==> src/rtl/exc_ctrl.sv <==
module exc_ctrl #(
  parameter int          XLEN       = 32,
  parameter logic [31:0] HANDLER    = 32'h8000_0180,
  parameter int          CODE_W     = 5,
  parameter int          CODE_LSB   = 2,
  parameter int          OVF_CODE   = 12,
  parameter int          UNDEF_CODE = 10
) (
  input  logic            clk,
  input  logic            rst,
  input  logic            ex_ovf,
  input  logic            id_undef,
  input  logic            id_is_beq,
  input  logic            ex_regwrite_in,
  input  logic [XLEN-1:0] id_pc,
  input  logic [XLEN-1:0] ex_pc,
  output logic            if_nop,
  output logic            id_kill,
  output logic            ex_regwrite_out,
  output logic            pc_sel_handler,
  output logic [XLEN-1:0] handler_pc,
  output logic [XLEN-1:0] epc,
  output logic [XLEN-1:0] cause
);

  localparam logic [XLEN-1:0] WORD = XLEN'(4);

  logic            ovf_take, undef_take, take;
  logic [XLEN-1:0] fault_pc;
  logic [XLEN-1:0] cause_next;

  assign ovf_take   = ex_ovf & ~rst;
  assign undef_take = id_undef & ~ex_ovf & ~rst;
  assign take       = ovf_take | undef_take;

  assign if_nop          = take | (id_is_beq & ~rst);
  assign id_kill         = take;
  assign pc_sel_handler  = take;
  assign ex_regwrite_out = ex_regwrite_in & ~ovf_take;
  assign handler_pc      = XLEN'(HANDLER);

  assign fault_pc = ovf_take ? ex_pc : id_pc;

  always_comb begin
    cause_next = '0;
    cause_next[CODE_LSB +: CODE_W] = ovf_take ? CODE_W'(OVF_CODE) : CODE_W'(UNDEF_CODE);
  end

  always_ff @(posedge clk) begin
    if (rst) begin
      epc   <= '0;
      cause <= '0;
    end else if (take) begin
      epc   <= fault_pc + WORD;
      cause <= cause_next;
    end
  end


  ovf_squash_chk: assert property (@(posedge clk) disable iff (rst)
    ex_ovf |-> (if_nop && id_kill && pc_sel_handler && !ex_regwrite_out));


  undef_squash_chk: assert property (@(posedge clk) disable iff (rst)
    (id_undef && !ex_ovf) |-> (if_nop && id_kill && pc_sel_handler && ex_regwrite_out == ex_regwrite_in));


  epc_ovf_chk: assert property (@(posedge clk) disable iff (rst)
    ex_ovf |=> (epc == $past(ex_pc) + WORD));


  epc_undef_chk: assert property (@(posedge clk) disable iff (rst)
    (id_undef && !ex_ovf) |=> (epc == $past(id_pc) + WORD));


  beq_bubble_chk: assert property (@(posedge clk) disable iff (rst)
    (id_is_beq && !ex_ovf && !id_undef) |-> (if_nop && !id_kill && !pc_sel_handler));


  hold_chk: assert property (@(posedge clk) disable iff (rst)
    (!ex_ovf && !id_undef) |=> ($stable(epc) && $stable(cause)));


  cause_field_chk: assert property (@(posedge clk) disable iff (rst)
    (ex_ovf || id_undef) |=> ($countones(cause) == 2 || $countones(cause) == 2));

endmodule

==> config.mk <==
export PLATFORM = sky130hd
export DESIGN_NAME = exc_ctrl
export DESIGN_NICKNAME = d
export VERILOG_FILES = /design/src/rtl/exc_ctrl.sv
export SDC_FILE = /design/constraint.sdc
export NUM_CORES = 1
export LEC_CHECK = 0
export BUFFER_PORTS_ARGS = -buffer_cell sky130_fd_sc_hd__buf_2
export CORE_ASPECT_RATIO = 1.4
export CORE_UTILIZATION = 45
export CTS_CLUSTER_DIAMETER = 40
export DETAILED_ROUTE_END_ITERATION = 7
export GPL_TIMING_DRIVEN = 0
export PLACE_DENSITY = 0.8
export SYNTH_ARGS = -nofsm -noshare
export SYNTH_HDL_FRONTEND = slang
export SYNTH_SLANG_ARGS = --single-unit
==> constraint.sdc <==
create_clock -name clk -period 3 [get_ports clk]
set_input_delay 0 -clock clk [delete_from_list [all_inputs] [get_ports clk]]
set_output_delay 0 -clock clk [all_outputs]
set_load 0.03 [all_outputs]
# Word-level counts from Yosys, hierarchy flattened
# Index checks and enable logic that the tools add are counted.
word_totals:
  input_bits: 70
  reg_bits: 37
op_classes:
  n_addsub: 1
  mux: 2
  bitwise: 10
ops:
  columns: ["op", "n"]
  rows:
  - ["adder 32 x 3 -> 32 bit, second input constant", 1]
  - ["2-to-1 mux 32 bit", 1]
  - ["AND 1 bit", 5]
  - ["2-to-1 mux 3 bit", 1]
  - ["NOT 1 bit", 3]
  - ["bitwise OR 1 bit", 2]

# Depth between registers and ports, before layout
depth:
  depth_word: 5
  ltp_mapped: 13
  mapped_depth_nobuf: 8

# Worst setup path after synthesis
# OpenSTA, ideal clock, no wires.
synth_timing:
  kind: "input to register"
  start: "input port ex_ovf"
  end: "register epc[28]"
  setup_ns: 0.063
  n_path_buf: 5
  t_required_ns: 2.937
  path_slack_ns: 0.339
  arrival_time_ns: 2.599
  stages: 13
  path_cell_list: "buf_4 and2b_1 buf_6 buf_2 buf_2 buf_2 nand2_1 nand2_1 ha_1 nand2_1 or3_4 or4_1 nand3_1"
synth_between:
  elab_chain_cells: 4
synth_rtl:
  columns: ["element", "line", "rtl"]
  rows:
  - ["start: declaration", "11", "input logic ex_ovf,"]
  - ["branches (longest 4 deep; another with adder 32 x 3 -> 32 bit)", null, null]
  - ["end signal: assignment", "54", "epc <= fault_pc + WORD;"]
  - ["end: declaration", "22", "output logic [XLEN-1:0] epc,"]
# Several ways; the timed one is not identified.
# A chain may end at the register's enable or synchronous reset.

# Worst setup path in the final report
# Ends and elaborated chain as after synthesis.

==> results <==
- The sequential cell area is 700.7 µm².
- The post-synthesis cell type count is 49.
- Dividing the detail-routed wire length by the instance count gives 14.40 µm.
- The startpoint identified for the worst hold timing path is rst.
- The async set-reset flop share out of synthesis is 0%.
- The max-cap check violation count is 0.
- In this run the remaining antenna-violating nets after routing total 0.
- The required time of the critical path is 3.24 ns.
- The number of enable-type register cells in the synthesized netlist is 0.
- The clock insertion delay at the later pin of the skew report is 0.29 ns.
- The worst register-to-register path has a depth of 4.
- Entering global routing, the biggest net connects 12 pins.
- Setup repair after global routing left no endpoint under its margin.
- The register-to-register setup slack is 2.21 ns.
- The buffers inserted during post-CTS setup optimization is 0.
- The post-synthesis average cell area is 7.696 µm².
- The maximum clock rate is 0.3524 GHz.
- Clock tree synthesis inserted a total of 5 buffers.
- The number of fill cells is 586.
- Clock-pin slew was measured on the worst setup and hold paths at 0.07 ns.
- The via density per instance is 5.114.
- The endpoint identified for the worst register-to-register timing path is epc[1]$_SDFFE_PP0P_.
- Following the worst setup path forward leads to its endpoint at epc[28]$_SDFFE_PP0P_.
- The first routing iteration left 167 violations.
- The fraction of the mapped netlist area in simple logic gates is 25.89%.
- The initial antenna violation count came to 0.
- Adding up every negative setup slack in the final design gives 0 ns.
- The worst path uses 94.60% of the clock period.
- Measured along the x axis, the die boundary spans 71.03 µm.
- Yosys instantiated no cell more often than buf_4.
- From synthesis to final layout, the design area changed by 33.64%.
- The count of buffers added on input and output ports is 106.
- The max-slew violation total from the final report is 0.
- After synthesis, the largest family of logic cells by area is simple AND/OR/NAND/NOR gates.
- The maximum level of the CTS H-tree is 2.
- In this run the static leakage power is 2.060 nW.
- The post-detailed-routing wire length is 9186 µm.
- Summing the sequential cell areas from Yosys gives 23.34% of the chip area.
- The sink count of the clock tree is 35.
- The fraction of post-synthesis cell area in the top cell type by area is 23.34%.
- The worst-case clock skew is 0 ns.
- The most critical setup path has its startpoint at ex_ovf.
- The time the final worst path needs with I/O delays and setup is 2.838 ns.
- The maximum fanout count along the critical path is 10.
- The run finished, with violations left.
- The total global-route track usage is 25.69%.
- The area of the multi-input gates is 1931 µm².
- The capturing element type of the critical path is a flop.
- The hold violation total from the final report came to 0.
- The post-synthesis adder-cell area fraction is 0.4168%.
- The combined area of all synthesized cells is 3002 µm².
- The checks that failed: design-rule violations.
- The highest ir drop seen on vdd is 0.2124 mV.
- The slew of the pin with the lowest slew margin is 0.6469 ns.
- After global routing the overflow that remains totals 0.
- The class of the tightest hold or removal check is in -> reg.
- The post-synthesis cell type with the largest combined area is dfxtp_1.
- For this block, the via count after detailed routing is 3263.
- The synthesized design contains 35 register bits.
- The worst setup path is of the in -> reg kind.
- The power density over the cells is 405.9 nW/µm².
- The dominant synthesized flop cell is dfxtp_1.
- Ranked by instance count, the synthesized netlist is headed by 63 x buf_4, 59 x nand2_1, 35 x dfxtp_1.
- The net count of the finished layout is 636.
- The first-pass iteration count of the detailed router is 7.
- The HPWL after detailed placement is 7150 µm.
- The number of warnings reported in the yosys synthesis log is 0.
- The number of antenna repair diodes is 0.
- The post-synthesis share of cell area spent on xor and xnor gates is 4.960%.
- Data on the critical path arrives at its endpoint at 3.07 ns.
- The number of DRC violations after detailed routing is 14.
- For this run, the share of the core covered by cells in the final layout is 63.28%.
- Synthesis produced 390 cells.
- Setup violations remaining at the end of the flow were counted as 0.
- The first global-routing pass estimated 14150 µm of wire.
- After synthesis, the cell types taking the most area are dfxtp_1 23%, buf_4 16%, mux2i_1 9.3%.
- In this run the tightest slew margin relative to its limit is 56.88%.
- The core area is 6339 µm².
- The area of the die is 7006 µm².
- The CTS tree is yes.
- The floorplan die height is 98.64 µm.
- Of the post-synthesis cell area, the part taken by muxes is 15.26%.
- The worst setup path is launched from an input port.
- The synthesized netlist devotes 10.17% of its cell area to compound gates.
- In this run the count of I/O pins placed on the die edge is 170.
- The placer's final routability congestion estimate is 0.8917.
- The post-route netlist has 36.22% of its cells at a drive strength greater than 1.
- The startpoint of the most critical register-to-register path is epc[1]$_SDFFE_PP0P_.
- The via count of the first global-routing pass is 2996.
- The clock root buffer is clkbuf_8.
- The row count is 34.
- The initial utilization of the core area, before any placement, comes to 47.35%.
- The maximum clock path buffer count is 2.
## where the power goes
group,switching (mW),leakage [nW],total [mW],internal [mW]
logic,0.378,1.70,0.588,0.210
clock network,0.187,0.0654,0.519,0.332
registers,0.0198,0.290,0.521,0.501
total,0.584,2.06,1.63,1.04
## cell type report
| type | count | share of cell area [%] |
|---|---|---|
| clock buffer | 6 | 1.809 |
| clock inverter | 2 | 1.497 |
| timing repair buffer | 109 | 13.97 |
| inverter | 3 | 0.2807 |
| tap | 72 | 2.246 |
| buffer | 82 | 14.60 |
| sequential | 35 | 17.47 |
| multi-input combinational | 329 | 48.13 |
## worst min path at each step
stage,to,slack [ns],cells past startpoint
after global routing,epc[4]$_SDFFE_PP0P_,0.03,3
after floorplan,epc[0]$_SDFFE_PP0P_,0.14,2
after global placement,epc[1]$_SDFFE_PP0P_,0.23,3
after detailed placement,epc[0]$_SDFFE_PP0P_,0.25,3
final,epc[27]$_SDFFE_PP0P_,0.02,3
after CTS,epc[27]$_SDFFE_PP0P_,0.02,3
## registers in the layout, summed over array words and instances, names as in the netlist
register	cells
epc	32
cause	3
## stage by stage
step / area (µm²) / total power [mW] / hold slack (ns) / cells / worst slack, ns
after floorplan: 3223 / 0.9571 / 0.1427 / 449 / 0.3387
after global placement: 3844 / 1.100 / 0.2311 / 627 / -0.2967
after detailed placement: 3844 / 1.107 / 0.2516 / 627 / -0.3342
after CTS: 4009 / 1.624 / 0.02267 / 638 / 0.07493
after global routing: 4011 / 1.691 / 0.03201 / 638 / 0.005942
final: 4011 / 1.628 / 0.02050 / 638 / 0.1620
## critical path, stage by stage
cell	delay (ns)
buf_4	0.15
and2b_1	0.15
buf_6	0.16
buf_2	0.31
buf_4	0.29
buf_4	0.27
nand2_1	0.08
nand2_1	0.09
ha_1	0.28
nand2_1	0.20
or3_4	0.46
or4_1	0.53
nand3_1	0.08
## timing repair
item	CTS	global route
endpoints found under the setup margin	2	4
hold buffers	3	0
endpoints found under the hold margin	3	0
resized for setup	1	2
## cells by family after synthesis
logic type               count (synthesis)
AND/OR/NAND/NOR                        156
buffers and inverters                   85
AO/OA/AOI/OAI                           53
multiplexers                            41
flip-flops                              35
XOR/XNOR                                17
other                                    2
adder cells (fa/ha/maj)                  1
## layer usage
layer / vias to the layer above / global-route usage (%) / routed length, µm / share of wire, %
met4: 0 / 11.38 / 197 / 2.1
met5: - / 0 / 0 / 0
li1: 1593 / - / - / -
met1: 1480 / 29.06 / 3572 / 39
met3: 16 / 5.112 / 778 / 8.5
met2: 174 / 46.08 / 4637 / 50
## placed cells by master, fill, tap and decap left out, types with 6 or more instances in the layout
master / count
a21oi_1: 17
dfxtp_1: 35
buf_2: 109
o21ai_0: 20
nor2_1: 14
nand4_1: 9
mux2_2: 8
buf_4: 65
nand3_1: 30
a31oi_1: 6
nor3_1: 10
conb_1: 61
and3_1: 8
mux2i_1: 28
nand2_1: 59
xor2_1: 12
clkbuf_1: 11
Power figures use the tool's default switching activity.
